--- src/rtl/cop_mailbox_regs.sv ---
module cop_mailbox_regs #(
  parameter int ADDR_W = 8,
  parameter int WDOG_W = 16,
  parameter logic [WDOG_W-1:0] WDOG_RELOAD_RST = 64,
  parameter int TCM_W = 4,
  parameter logic [TCM_W-1:0] TCM_CFG_RST = 2
) (
  input  logic              clk,
  input  logic              rst_n,
  input  logic              h_we,
  input  logic [ADDR_W-1:0] h_addr,
  input  logic [31:0]       h_wdata,
  output logic [31:0]       h_rdata,
  output logic              host_irq,
  output logic              cop_rst_n,
  output logic              db_pending,
  output logic              stat_busy,
  output logic [TCM_W-1:0]  tcm_cfg,
  input  logic              cop_ack,
  input  logic              cop_msg_req,
  input  logic              cop_wdt_kick,
  input  logic [31:0]       cop_pc
);

  localparam logic [ADDR_W-1:0] A_CTRL = ADDR_W'(8'h00);
  localparam logic [ADDR_W-1:0] A_TCM  = ADDR_W'(8'h08);
  localparam logic [ADDR_W-1:0] A_STAT = ADDR_W'(8'h1C);
  localparam logic [ADDR_W-1:0] A_DB   = ADDR_W'(8'h24);
  localparam logic [ADDR_W-1:0] A_PC   = ADDR_W'(8'h60);
  localparam logic [ADDR_W-1:0] A_WDT  = ADDR_W'(8'h84);
  localparam logic [31:0] MSG_CODE = 32'h0000_0100;
  localparam logic [31:0] WDT_CODE = 32'h0000_0001;
  localparam int WDT_EN_BIT = 31;

  logic              run_q;
  logic              db_q;
  logic [TCM_W-1:0]  tcm_q;
  logic [31:0]       stat_q;
  logic [31:0]       wdt_q;
  logic [WDOG_W-1:0] cnt_q;

  wire wr_ctrl = h_we && (h_addr == A_CTRL);
  wire wr_tcm  = h_we && (h_addr == A_TCM);
  wire wr_stat = h_we && (h_addr == A_STAT);
  wire wr_db   = h_we && (h_addr == A_DB);
  wire wr_wdt  = h_we && (h_addr == A_WDT);

  wire [WDOG_W-1:0] reload = wdt_q[WDOG_W-1:0];
  wire wdt_active = run_q && wdt_q[WDT_EN_BIT];
  wire wdt_expire = wdt_active && !cop_wdt_kick && (cnt_q == '0);
  wire stat_idle  = (stat_q == '0);
  wire msg_take   = stat_idle && run_q && cop_msg_req;

  always_ff @(posedge clk) begin
    if (!rst_n) begin
      run_q <= 1'b0;
      tcm_q <= TCM_CFG_RST;
      wdt_q <= {{(32-WDOG_W){1'b0}}, WDOG_RELOAD_RST};
    end else begin
      if (wr_ctrl) run_q <= h_wdata[0];
      if (wr_tcm)  tcm_q <= h_wdata[TCM_W-1:0];
      if (wr_wdt)  wdt_q <= h_wdata;
    end
  end

  always_ff @(posedge clk) begin
    if (!rst_n)                   db_q <= 1'b0;
    else if (!run_q)              db_q <= 1'b0;
    else if (wr_db && h_wdata[0]) db_q <= 1'b1;
    else if (cop_ack)             db_q <= 1'b0;
  end

  always_ff @(posedge clk) begin
    if (!rst_n)                       stat_q <= '0;
    else if (wr_stat)                 stat_q <= h_wdata;
    else if (msg_take)                stat_q <= MSG_CODE;
    else if (stat_idle && wdt_expire) stat_q <= WDT_CODE;
  end

  always_ff @(posedge clk) begin
    if (!rst_n)                                        cnt_q <= WDOG_RELOAD_RST;
    else if (!wdt_active || cop_wdt_kick || cnt_q == '0) cnt_q <= reload;
    else                                               cnt_q <= cnt_q - 1'b1;
  end

  always_comb begin
    case (h_addr)
      A_CTRL:  h_rdata = {31'b0, run_q};
      A_TCM:   h_rdata = {{(32-TCM_W){1'b0}}, tcm_q};
      A_STAT:  h_rdata = stat_q;
      A_DB:    h_rdata = {31'b0, db_q};
      A_PC:    h_rdata = cop_pc;
      A_WDT:   h_rdata = wdt_q;
      default: h_rdata = '0;
    endcase
  end

  assign host_irq   = !stat_idle;
  assign stat_busy  = !stat_idle;
  assign cop_rst_n  = run_q;
  assign db_pending = db_q;
  assign tcm_cfg    = tcm_q;

  AST_DB_PERSIST: assert property (@(posedge clk) disable iff (!rst_n)
    (run_q && db_q && !cop_ack) |=> db_q);
  AST_DB_RESET_CLEAR: assert property (@(posedge clk) disable iff (!rst_n)
    !run_q |=> !db_q);
  AST_HALT_NO_CAUSE: assert property (@(posedge clk) disable iff (!rst_n)
    (!run_q && stat_idle && !wr_stat) |=> (stat_q == '0));
  AST_STAT_HOLD: assert property (@(posedge clk) disable iff (!rst_n)
    (!stat_idle && !wr_stat) |=> $stable(stat_q));
  AST_CAUSE_CODE: assert property (@(posedge clk) disable iff (!rst_n)
    (stat_idle && !wr_stat) |=> (stat_q == '0 || stat_q == MSG_CODE || stat_q == WDT_CODE));
  AST_WDT_QUIET: assert property (@(posedge clk) disable iff (!rst_n)
    (!wdt_active && stat_idle && !wr_stat && !(run_q && cop_msg_req)) |=> (stat_q == '0));

endmodule

--- config.mk ---
export PLATFORM = sky130hd
export DESIGN_NAME = cop_mailbox_regs
export DESIGN_NICKNAME = d
export VERILOG_FILES = /design/src/rtl/cop_mailbox_regs.sv
export SDC_FILE = /design/constraint.sdc
export NUM_CORES = 1
export LEC_CHECK = 0
export BUFFER_PORTS_ARGS = -buffer_cell sky130_fd_sc_hd__buf_2
export CORE_MARGIN = 2
export CORE_UTILIZATION = 47
export DETAILED_ROUTE_END_ITERATION = 10
export GPL_TIMING_DRIVEN = 0
export PLACE_DENSITY = 0.75
export SYNTH_ARGS = -nofsm -noshare
export SYNTH_HDL_FRONTEND = slang
export SYNTH_SLANG_ARGS = --single-unit
--- constraint.sdc ---
create_clock -name clk -period 1.8 [get_ports clk]
set_input_delay 0 -clock clk [delete_from_list [all_inputs] [get_ports clk]]
set_output_delay 0 -clock clk [all_outputs]
set_load 0.005 [all_outputs]
==> qor.yml <==
run_status:
  status: "finished with violations"
  violations: "setup timing"
timing:
  timing.max_slew.rel_slack_pct: 59.0
  setup_slack_ns: -0.0129
  rsz0062_at_grt: "yes"
  tightest_slew_ns: 0.610
  fin_crit_sh_pct: 101
  fin_tns_setup_ns: -0.0129
  hold_viol: 0
  min_period_ns: 1.81
  holdWs_ns: 0.0508
  final.setup_skew_ns: 0.00674
  clock.fmax_ghz: 0.552
  finalSetupViolations: 1
  drv_slew: 0
hold_path:
  min_to: "stat_q[8]"
  hp-start: "cop_msg_req"
  min_path_type: "in2reg"
  worstHoldPathCells: 4
clocking:
  cts_root_buf: "clkbuf_8"
  cts_made_buffers: 9
  htreeDepth: 3
  clkSinkCount: 86
  clk_pin_slew_ns: 0.08
  clock_path_buffers: 2
  tritoncts: "yes"
  clock_latency_ns: 0.36
worst_setup_path:
  criticalPathCategory: "reg2reg"
  r2r_slack_ns: -0.01
  startpoint_type: "flop"
  worstRegToRegCells: 4
  critical_path_peak_fanout: 3
  end_kind: "flop"
  crit_required_ns: 2.07
  reg2reg_from: "stat_q[28]"
  critPathArrivalTime_ns: 2.08
  r2r_end: "stat_q[0]"
cells_and_area:
  regArea_um2: 1730
  fin_util_pct: 66.0
  fill_cells: 729
  area_growth_pct: 37.9
  layout-drive-gt1-share_pct: 26.5
  final_nets: 788
  multiInputGateArea_um2: 2410
  diodes: 0
  stdcell_count: 821
detailed_routing:
  vias_per_cell: 5.78
  drt-met1-wl_mm: 5.40
  highest_layer: "met4"
  dr.pass1.iters: 6
  wl_per_cell_um: 16.5
  num_vias: 4745
  wl_mm: 13.6
  final_antenna_net_count: 0
  drtIter0Drc: 478
  wl_met3_mm: 1.13
  drc: 0
  met2_wirelength_mm: 6.65
placed_design:
  globalplace.congestion: 0.922
  hpwl_mm: 9.41
  place_ws_ns: -0.428
  io_buffers: 117
  dp_cells: 767
global_routing:
  grt_max_degree: 14
  grt_antenna_before_repair: 0
  grt-ovfl-total: 0
  grt_pass1_wl_mm: 22.0
  grt_pass1_vias: 4511
  grt_usage_pct: 28.4
floorplanning:
  rows: 34
  num_io_pins: 118
  core_um2: 8590
  die-area_um2: 9520
  fp.dieW_um: 97.5
  die_y_um: 97.5
  initial_core_util_pct: 47.9
power_and_ir_drop:
  leakage_nw: 2.33
  powerDensity_nw_per_um2: 652
  peakVddDrop_mv: 0.403
logic_synthesis:
  synth_area_leaders: "dfxtp_1 42%, nand2_1 14%, a21oi_1 9.6%, a22oi_1 5.1%, nand3_1 4.5%"
  ys_ff_latch: 86
  synth_cell_type_count: 48
  yosysWarnings: 0
  synth_top_area_share_pct: 41.9
  synth_area_leader_cell: "dfxtp_1"
  synthTopCellsByCount: "153 x nand2_1, 86 x dfxtp_1, 79 x a21oi_1, 37 x clkbuf_1, 37 x nand3_1"
  syn-num-nets: 621
  synth-edff-count: 0
  yosys_most_used_dff: "dfxtp_1"
  synth.most_common_cell: "nand2_1"
  syn-cell-area_um2: 4110
  synth-seq-area-share_pct: 41.9
  syn_avg_cell_area_um2: 7.59
  netlist_instances: 542
  ys_async_sr_fraction_pct: 0
job:
  max_cap_viol_count: 0
==> cells by family after synthesis <==
kind of cell | synth area share, %
adders and majority gates | 0.304
and+or+nand+nor | 29.1
xor gates and xnor gates | 2.56
AOI/OAI and AO/OA | 20.5
buffers and inverters | 4.17
muxes | 1.49
DFF | 41.9
==> through the flow <==
step                instance area, µm²  total power, mW
finish                            5670             3.70
floorplan                         4140             2.01
global placement                  4860             2.15
CTS                               5620             3.69
global route                      5670             3.80
detailed placement                4860             2.15
==> cells in the final DEF (no fill, tap or decap), types with 2 or more instances in the layout <==
| cell | Yosys | final |
|---|---|---|
| nand4_1 | 7 | 7 |
| clkbuf_1 | 37 | 28 |
| dfxtp_1 | 86 | 77 |
| clkbuf_8 | 0 | 11 |
| nor3_1 | 3 | 3 |
| mux2i_1 | 5 | 5 |
| bufinv_16 | 0 | 2 |
| clkbuf_2 | 0 | 4 |
| nor4_2 | 2 | 6 |
| nand3_1 | 37 | 37 |
| a22oi_1 | 28 | 28 |
| nor4_4 | 0 | 7 |
| and3_1 | 3 | 3 |
| a211oi_1 | 15 | 14 |
| or2_2 | 4 | 3 |
| inv_2 | 1 | 3 |
| a221o_1 | 2 | 2 |
| buf_2 | 2 | 117 |
| nor4_1 | 15 | 4 |
| nand3b_1 | 2 | 2 |
| clkinv_2 | 0 | 2 |
| nand2_1 | 153 | 153 |
| dfxtp_2 | 0 | 9 |
| or4_1 | 3 | 2 |
| nand2b_1 | 2 | 2 |
| a21oi_1 | 79 | 79 |
| o21ai_0 | 3 | 3 |
| nor2_1 | 14 | 13 |
| a22o_1 | 2 | 2 |
| dlygate4sd3_1 | 0 | 34 |
| buf_6 | 0 | 2 |
| xnor2_1 | 3 | 3 |
| buf_4 | 1 | 11 |
| xor2_1 | 9 | 9 |
==> state kept, by name, indices dropped and copies added (netlist names) <==
signal	count
wdt_q	32
tcm_cfg	4
stat_q	32
cnt_q	16
db_pending	1
cop_rst_n	1
==> final cells by class <==
type                            count  share of cell area [%]
Clock inverter                      4                    1.24
Tap cell                          108                    2.38
Multi-Input combinational cell    412                    42.5
Inverter                            4                   0.265
Sequential cell                    86                    30.5
Buffer                             38                    3.02
Timing Repair Buffer              158                    17.4
Clock buffer                       11                    2.67
==> power by group <==
group | switching, mW | internal, mW | total, mW | leakage (nW)
registers | 0.00237 | 1.90 | 1.90 | 0.697
clock network | 0.669 | 0.845 | 1.51 | 0.115
logic | 0.141 | 0.137 | 0.278 | 1.52
total | 0.812 | 2.88 | 3.70 | 2.33
==> worst max path at each step <==
stage / startpoint / to / cells after the start
CTS: cnt_q[0] / cnt_q[13] / 8
detailed placement: h_addr[6] / h_rdata[12] / 8
global route: stat_q[18] / stat_q[0] / 4
global placement: h_addr[6] / h_rdata[12] / 8
floorplan: cnt_q[1] / stat_q[0] / 6
finish: stat_q[28] / stat_q[0] / 4
==> per-layer routing <==
layer / up-vias / track usage [%]
met1: 2194 / 36.0
li1: 2261 / -
met2: 249 / 47.1
met5: - / 0
met4: 0 / 12.2
met3: 41 / 5.76
==> critical path, cell delays in order, from the launching register on <==
cell and delay [ns]:
dfxtp_2 0.35, nor4_4 0.32, nand4_1 0.21, or4_4 0.57, a2111oi_4 0.28
==> timing repair <==
| item | 4_1_cts | 5_1_grt |
|---|---|---|
| hold buffers | 34 | 0 |
| endpoints found under the hold margin | 70 | 0 |
| endpoints found under the setup margin | 50 | 44 |
| setup buffers | 7 | 0 |
| resized for setup | 33 | 21 |
| pin swaps | 9 | 1 |
No activity file was read; power rests on OpenSTA's default activity.
